[src/rtl/ofs_cal_pkg.sv]
package ofs_cal_pkg;

  // Clamp a signed difference into the unsigned code range [0, 2^dw-1].
  function automatic logic [15:0] clamp_code(input logic signed [17:0] d, input int dw);
    logic signed [17:0] top;
    top = 18'sd1 <<< dw;
    top = top - 18'sd1;
    if (d < 18'sd0) begin
      return 16'd0;
    end else if (d > top) begin
      return top[15:0];
    end else begin
      return d[15:0];
    end
  endfunction

endpackage

[src/rtl/ofs_cal_seq.sv]
module ofs_cal_seq #(
  parameter int NAVG_LOG2 = 5
) (
  input  logic clk_i,
  input  logic rst_ni,
  input  logic req_i,
  output logic busy_o,
  output logic clr_o,
  output logic acc_en_o,
  output logic load_o
);
  localparam int NAVG = 1 << NAVG_LOG2;
  localparam int LAST = NAVG + 1;
  localparam int CW   = $clog2(NAVG + 2);

  logic          req_q, req_n;
  logic          busy_q, busy_n;
  logic [CW-1:0] cnt_q, cnt_n;
  logic          rise;

  always_comb begin
    rise   = req_i & ~req_q;
    req_n  = req_i;
    busy_n = busy_q;
    cnt_n  = cnt_q;
    if (busy_q) begin
      if (cnt_q == CW'(LAST)) begin
        busy_n = 1'b0;
        cnt_n  = '0;
      end else begin
        cnt_n = cnt_q + 1'b1;
      end
    end else if (rise) begin
      busy_n = 1'b1;
      cnt_n  = '0;
    end
  end

  always_ff @(posedge clk_i or negedge rst_ni) begin
    if (!rst_ni) begin
      req_q  <= 1'b0;
      busy_q <= 1'b0;
      cnt_q  <= '0;
    end else begin
      req_q  <= req_n;
      busy_q <= busy_n;
      cnt_q  <= cnt_n;
    end
  end

  assign busy_o   = busy_q;
  assign clr_o    = busy_q && (cnt_q == '0);
  assign acc_en_o = busy_q && (cnt_q != '0) && (cnt_q != CW'(LAST));
  assign load_o   = busy_q && (cnt_q == CW'(LAST));

endmodule

[src/rtl/ofs_cal_chan.sv]
module ofs_cal_chan
  import ofs_cal_pkg::*;
#(
  parameter int DW        = 10,
  parameter int NAVG_LOG2 = 5
) (
  input  logic          clk_i,
  input  logic          rst_ni,
  input  logic          clr_i,
  input  logic          acc_en_i,
  input  logic          load_i,
  input  logic [DW-1:0] smp_i,
  output logic [DW-1:0] out_o
);
  localparam int AW  = DW + NAVG_LOG2;
  localparam int EW  = DW + 1;
  localparam int XW  = DW + 2;
  localparam int MID = 1 << (DW - 1);

  logic [AW-1:0]        acc_q, acc_n;
  logic signed [EW-1:0] est_q, est_n;
  logic [DW-1:0]        out_q, out_n;
  logic [AW-1:0]        rnd;
  logic [DW-1:0]        avg;
  logic signed [XW-1:0] diff;
  logic [15:0]          clamped;

  always_comb begin
    acc_n = acc_q;
    if (clr_i) begin
      acc_n = '0;
    end else if (acc_en_i) begin
      acc_n = acc_q + AW'(smp_i);
    end
    rnd   = acc_q + AW'(1 << (NAVG_LOG2 - 1));
    avg   = rnd[AW-1:NAVG_LOG2];
    est_n = est_q;
    if (load_i) begin
      est_n = $signed({1'b0, avg}) - $signed(EW'(MID));
    end
    diff    = $signed({2'b00, smp_i}) - $signed({est_q[EW-1], est_q});
    clamped = clamp_code(18'(diff), DW);
    out_n   = clamped[DW-1:0];
  end

  always_ff @(posedge clk_i or negedge rst_ni) begin
    if (!rst_ni) begin
      acc_q <= '0;
      est_q <= '0;
      out_q <= '0;
    end else begin
      acc_q <= acc_n;
      est_q <= est_n;
      out_q <= out_n;
    end
  end

  assign out_o = out_q;

endmodule

[src/rtl/ofs_cal_top.sv]
module ofs_cal_top #(
  parameter int DW        = 10,
  parameter int NAVG_LOG2 = 5
) (
  input  logic          clk_i,
  input  logic          rst_ni,
  input  logic          cal_req_i,
  input  logic [DW-1:0] smp_a_i,
  input  logic [DW-1:0] smp_b_i,
  output logic [DW-1:0] out_a_o,
  output logic [DW-1:0] out_b_o,
  output logic          busy_o
);
  localparam int NCH = 2;

  logic          clr, acc_en, load;
  logic [DW-1:0] smp [NCH];
  logic [DW-1:0] res [NCH];

  assign smp[0]  = smp_a_i;
  assign smp[1]  = smp_b_i;
  assign out_a_o = res[0];
  assign out_b_o = res[1];

  ofs_cal_seq #(.NAVG_LOG2(NAVG_LOG2)) u_seq (
    .clk_i   (clk_i),
    .rst_ni  (rst_ni),
    .req_i   (cal_req_i),
    .busy_o  (busy_o),
    .clr_o   (clr),
    .acc_en_o(acc_en),
    .load_o  (load)
  );

  for (genvar c = 0; c < NCH; c++) begin : g_ch
    ofs_cal_chan #(.DW(DW), .NAVG_LOG2(NAVG_LOG2)) u_ch (
      .clk_i   (clk_i),
      .rst_ni  (rst_ni),
      .clr_i   (clr),
      .acc_en_i(acc_en),
      .load_i  (load),
      .smp_i   (smp[c]),
      .out_o   (res[c])
    );
  end

endmodule

[config.mk]
export PLATFORM = sky130hd
export DESIGN_NAME = ofs_cal_top
export DESIGN_NICKNAME = d
export VERILOG_FILES = /design/src/rtl/ofs_cal_pkg.sv /design/src/rtl/ofs_cal_seq.sv /design/src/rtl/ofs_cal_chan.sv /design/src/rtl/ofs_cal_top.sv
export SDC_FILE = /design/constraint.sdc
export NUM_CORES = 1
export LEC_CHECK = 0
export BUFFER_PORTS_ARGS = -buffer_cell sky130_fd_sc_hd__buf_4
export CORE_ASPECT_RATIO = 0.9
export CORE_UTILIZATION = 33
export CTS_BUF_LIST = sky130_fd_sc_hd__clkbuf_4 sky130_fd_sc_hd__clkbuf_8
export CTS_CLUSTER_SIZE = 30
export DETAILED_ROUTE_END_ITERATION = 6
export SYNTH_ARGS = -nofsm -noshare
export SYNTH_HDL_FRONTEND = slang
export SYNTH_SLANG_ARGS = --single-unit
[constraint.sdc]
create_clock -name clk_i -period 3.4 [get_ports clk_i]
set_clock_uncertainty 0.15 [all_clocks]
set_input_delay 0.17 -clock clk_i [delete_from_list [all_inputs] [get_ports clk_i]]
set_output_delay 0.17 -clock clk_i [all_outputs]
set_load 0.005 [all_outputs]
Word level (Yosys, flattened, before mapping)
Cells that the tools add are included.
{ "op_classes": {"n_addsub": 9, "mul": 0, "div": 0, "magnitude_cmp": 4, "n_eq_ne": 2, "n_shift": 0, "mux": 14, "bitwise": 2, "n_reduce_logical": 8} }
{ "op_table": {"columns": ["operator", "n"], "rows": [
  ["15-bit 2-to-1 mux", 4],
  ["10-bit 2-to-1 mux", 4],
  ["15-bit by 10-bit adder with 15-bit output", 2],
  ["15-bit by 5-bit adder with 15-bit output, second input constant", 2],
  ["12-bit by 11-bit greater-than comparator with 1-bit output, second input constant", 2],
  ["12-bit by 1-bit less-than comparator with 1-bit output, second input constant", 2],
  ["11-bit by 11-bit subtractor with 12-bit output", 2],
  ["10-bit by 10-bit subtractor with 11-bit output, second input constant", 2],
  ["6-bit 2-to-1 mux", 3],
  ["6-bit by 1-bit adder with 6-bit output, second input constant", 1],
  ["6-bit equality test, second input constant", 1],
  ["6-bit zero test", 1],
  ["6-bit inequality test, second input constant", 1],
  ["6-bit nonzero test", 1],
  ["1-bit logical AND", 4],
  ["2-bit nonzero test", 2],
  ["1-bit 2-to-1 mux", 3],
  ["1-bit AND", 1],
  ["1-bit NOT", 1]
]} }
{ "totals": {"register_bits": 80, "latch_bits": 0, "ram_bits": 0, "rom_bits": 0, "output_inout_bits": 21, "elab_cells": 48, "memories": 0} }

Longest topological paths before layout
{ "depth": {"word_depth": 5, "depth_mapped": 11, "mapped_depth_nobuf": 10} }

By module
A second synthesis with hierarchy kept.
{ "hier_totals": {"cells_unflattened": 619, "area_unflattened_um2": 5456.5} }
{ "modules_own_cells": {"columns": ["module", "instances", "cells_each", "area_per_inst_um2", "seq_area_each_um2"], "rows": [
  ["ofs_cal_chan", 2, 289, 2503.7, 875.8],
  ["ofs_cal_seq", 1, 41, 449.2, 200.2]
]} }

Least setup slack after synthesis
No wires, ideal clock.
{ "synth_timing": {"path_type": "reg2reg", "from": "register g_ch[0].u_ch.est_q[0]", "to": "register g_ch[0].u_ch.out_q[0]", "setup_ns": 0.143, "t_arrival_ns": 2.144, "t_required_ns": 3.107, "slack_ns": 0.963, "stages_incl_launch_ff": 10, "path_buffers": 0, "period_less_slack_ns": 2.437, "cell_sequence": "dfrtp_1 -> ha_1 -> inv_1 -> fa_1 -> a21o_1 -> a221oi_2 -> o221a_2 -> nor2_1 -> mux2i_1 -> a21oi_1"} }
{ "synth_between": {"elab_chain_cells": 4, "word_cells_on_any_way": 5, "classes_between": "add/sub: 1; order compare: 2; mux: 2"} }
{ "synth_rtl": {"columns": ["item", "line", "source"], "rows": [
  ["start: declaration", "ofs_cal_chan.sv:21", "logic signed [EW-1:0] est_q, est_n;"],
  ["start signal: assignment", "ofs_cal_chan.sv:53", "est_q <= est_n;"],
  ["11-bit by 11-bit subtractor with 12-bit output *", "ofs_cal_chan.sv:41", "diff = $signed({2'b00, smp_i}) - $signed({est_q[EW-1], est_q});"],
  ["12-bit by 11-bit greater-than comparator with 1-bit output", "ofs_cal_pkg.sv:10", "end else if (d > top) begin"],
  ["10-bit 2-to-1 mux", "ofs_cal_pkg.sv:10", null],
  ["10-bit 2-to-1 mux *", "ofs_cal_pkg.sv:8", "if (d < 18'sd0) begin"],
  ["via g_ch[0].u_ch.clamped[0]", "ofs_cal_chan.sv:26", "logic [15:0] clamped;"],
  ["end signal: assignment", "ofs_cal_chan.sv:54", "out_q <= out_n;"],
  ["end: declaration", "ofs_cal_chan.sv:22", "logic [DW-1:0] out_q, out_n;"]
]} }
Mark *: on every way through the listed nets, which the timed path passes. The rest lies on a longest branch.
A chain may end at the register's enable or synchronous reset.

Final worst setup path
{ "layout_timing": {"from": "input smp_b_i[0]", "to": "register g_ch[1].u_ch.out_q[9]"} }
{ "layout_between": {"elab_chain_cells": 4, "word_cells_on_any_way": 5, "classes_between": "add/sub: 1; order compare: 2; mux: 2"} }
{ "layout_rtl": {"columns": ["item", "line", "source"], "rows": [
  ["start: declaration", "ofs_cal_top.sv:9", "input logic [DW-1:0] smp_b_i,"],
  ["11-bit by 11-bit subtractor with 12-bit output *", "ofs_cal_chan.sv:41", null],
  ["12-bit by 11-bit greater-than comparator with 1-bit output", "ofs_cal_pkg.sv:10", null],
  ["10-bit 2-to-1 mux", "ofs_cal_pkg.sv:10", null],
  ["10-bit 2-to-1 mux *", "ofs_cal_pkg.sv:8", null],
  ["via g_ch[1].u_ch.clamped[9]", "ofs_cal_chan.sv:26", null],
  ["end signal: assignment", "ofs_cal_chan.sv:54", null],
  ["end: declaration", "ofs_cal_chan.sv:22", null]
]} }
Marks and branches as above.

==> flow_summary.ini <==
[outcome]
status = completed

[sta]
rsz0062_at_grt = false
setup_viol_count_final = 0
period_needed_ps = 2829
slew_headroom_pct = 31.51
tightest_slew_ps = 1027
drv_slew = 0
post-route-period-util_pct = 83.20
fmax_mhz = 353.5
tns_ps = 0
hold_viol = 0

[power]
vdd_drop_max_uv = 331.5
leakage_uw = 0.002769
p_int_uw = 3363
switching_share_pct = 42.21
power_frac_seq_pct = 29.7
p_comb_share_pct = 56.7
power_switching_uw = 2457
pwr_density_cell_nw_per_um2 = 953.7
pwr-share-clk_pct = 13.6

[yosys]
synth_top_family_by_area = compound AO/OA/AOI/OAI gates
synth_edf_count = 0
synth_mux_area_share_pct = 1.228
synth-adder-area-share_pct = 12.62
async_reset_ff_share_pct = 100.0
syn_area_um2 = 5296
ys.flop_type = dfrtp_1
synth_simple_gate_area_share_pct = 14.36
synth-seq-area-share_pct = 36.85
synth_cell_type_count = 61
postSynthAreaPerCell_um2 = 9.147
synth_seq_cells = 78
synth-warning-count = 0
synth-xor-area-share_pct = 8.292
synth_compound_area_share_pct = 22.16
synth_cells = 579
synth_fp_nets = 653

[placement]
portBuffers = 43
place_hpwl_mm = 8.511
routabilityCongestion = 0.8754
dpl.cell_count = 812

[layout]
layoutNonFillerInstCount = 832
drive_above_1_share_pct = 13.49
area_delta_synth_final_pct = 15.24
layout_common_cells = dfrtp_1 (78), buf_4 (48), ha_1 (47), nor2_1 (46), nand2_1 (45)
diodes = 0
final_common_cell = dfrtp_1
nets = 699

[floorplan]
fp.dieW_um = 135.5
die-area_um2 = 16560
ioPinCount = 44
fp.dieH_um = 122.2
core_area_um2 = 15550
start_util_pct = 34.06
std_cell_rows = 43

[cts]
cts.repair.resized = 0
cts_buffers = 9
clkSinkCount = 78
h-tree-depth = 3
cts_buffer_depth = 2
cts-root-buf = clkbuf_8
clkTransAtPathRegs_ps = 80
clock_latency_ps = 370
tritoncts = yes
post_cts_buffers = 0

[worst_setup_path]
path_max_fanout = 7
crit_required_ps = 3510
cp_common_cell = inv_1
slowest_delay_ps = 540
path_cells = dlygate4sd3_1 -> buf_4 -> inv_1 -> ha_1 -> inv_1 -> fa_1 -> a211oi_1 -> nor2_1 -> a311oi_2 -> o21ba_1 -> and3_2 -> o22ai_1
worst_setup_path_end_kind = register
crit_buf_inv = 4
crit_arrival_ps = 2930
start_kind = input pin
path_class = input pin to register
cp_top_family = compound AO/OA/AOI/OAI gates
slowest_stage = dlygate4sd3_1

[route]
avgViaCountPerCell = 5.150
drt_iter0_drc = 221
post-route-drc-count = 0
ant_nets = 0
vias = 4285
postRouteWirelength_mm = 11.50
wire_per_inst_um = 13.83
dr.pass1.iters = 5

[grt]
antenna_found_initial = 0
grt_pass1_wl_mm = 19.64
grt_pass1_vias = 4073
grt_overflow_total = 0
grt_max_degree = 79
grt_util_all_layers_pct = 15.05

[min_path]
hold_class = input pin to register

[run]
drv_cap = 0
through the flow:
step	hold slack (ps)	cell area [um2]	setup slack, ps	total power [uW]	util, %
detailed placement	141.3	5841	738.6	5035	37.56
global route	110.8	6103	408.6	6363	39.25
CTS	82.87	6103	596.6	5864	39.25
finish	96.57	6103	571.3	5820	39.25
global placement	142.5	5841	774.5	4960	37.56
floorplan	-275.6	5296	962.8	4211	-
power by group through the flow:
stage          Combinational, uW  Sequential (uW)  Clock (uW)
4_1_cts                     3310             1730         819
2_1_floorplan               2570             1640           0
3_5_place_dp                3280             1750           0
6_report                    3300             1730         791
3_3_place_gp                3220             1740           0
5_1_grt                     3700             1800         858
cell families (layout without fill, tap and decap cells):
| kind of cell | Yosys count | after routing |
|---|---|---|
| multiplexers | 6 | 6 |
| AO/OA/AOI/OAI | 174 | 174 |
| XOR/XNOR | 48 | 48 |
| adder cells (fa/ha/maj) | 51 | 51 |
| flip-flops | 78 | 78 |
| buffers and inverters | 60 | 111 |
| AND/OR/NAND/NOR | 162 | 162 |
tightest hold or removal path, delay by kind of cell:
family | cells | cell delay, ps
adders and majority gates | 1 | 180
buffers and inverters | 1 | 120
AOI/OAI and AO/OA | 1 | 120
path summary, 6_finish.rpt:
kind | endpoint | slack (ps) | cells past startpoint | startpoint
setup reg to reg | g_ch[0].u_ch.out_o[5] | 700 | 8 | g_ch[0].u_ch.est_q[1]
setup / recovery | g_ch[1].u_ch.out_o[9] | 570 | 12 | smp_b_i[0]
hold / removal | g_ch[0].u_ch.acc_q[1] | 100 | 3 | smp_a_i[1]
min in group asynchronous | g_ch[1].u_ch.out_o[8] | 330 | 2 | rst_ni
hold reg to reg | g_ch[1].u_ch.acc_q[3] | 330 | 2 | g_ch[1].u_ch.acc_q[3]
max in group asynchronous | g_ch[1].u_ch.est_q[4] | 2080 | 2 | rst_ni
sequential cells by signal (all words and copies together), names as in the netlist:
name and flops:
u_seq.busy_o 1, u_seq.cnt_q 6, g_ch.u_ch.est_q 20, g_ch.u_ch.acc_q 30, g_ch.u_ch.out_o 20, u_seq.req_q 1
cell usage after synthesis (4+ instances only):
cell	count	share of area (%)
a31oi_1	6	0.71
a21oi_1	36	3.4
inv_1	43	3.0
xnor2_1	30	5.0
clkbuf_1	12	0.85
o31ai_1	6	0.85
nor3_1	10	0.94
a22o_1	14	2.3
nor2_1	47	3.3
nand3_1	17	1.6
a31o_2	4	0.66
buf_2	4	0.38
o22ai_1	9	1.1
a211oi_1	6	0.85
a21o_1	11	1.6
fa_1	4	1.5
ha_1	47	11
o21a_1	10	1.4
xor2_1	17	2.8
dfrtp_1	78	37
o21ai_0	39	3.7
nor2b_1	6	0.71
nand4_1	7	0.83
and3_1	13	1.5
mux2_2	4	0.85
nand2_1	45	3.2
metal layers:
metal,global-route usage [%],share of wire [%],vias to the layer above
li1,-,-,2167
met1,21.67,52,2028
met2,22.07,42,76
met3,2.164,3.4,14
met4,7.022,2.1,0
met5,0,0,-
area by class of cell:
class	count	area [um2]
Clock buffer	10	137.6
Clock inverter	6	85.08
Tap cell	202	252.7
Timing Repair Buffer	52	400.4
Sequential cell	78	1952
Multi-Input combinational cell	441	3114
Inverter	43	161.4
Fill cell	1514	9445
what timing repair did:
| item | in CTS | in global routing |
|---|---|---|
| hold buffers | 4 | 0 |
| setup endpoints to repair | 0 | 0 |
| endpoints found under the hold margin | 81 | 0 |
No activity file was read; power rests on OpenSTA's default activity.
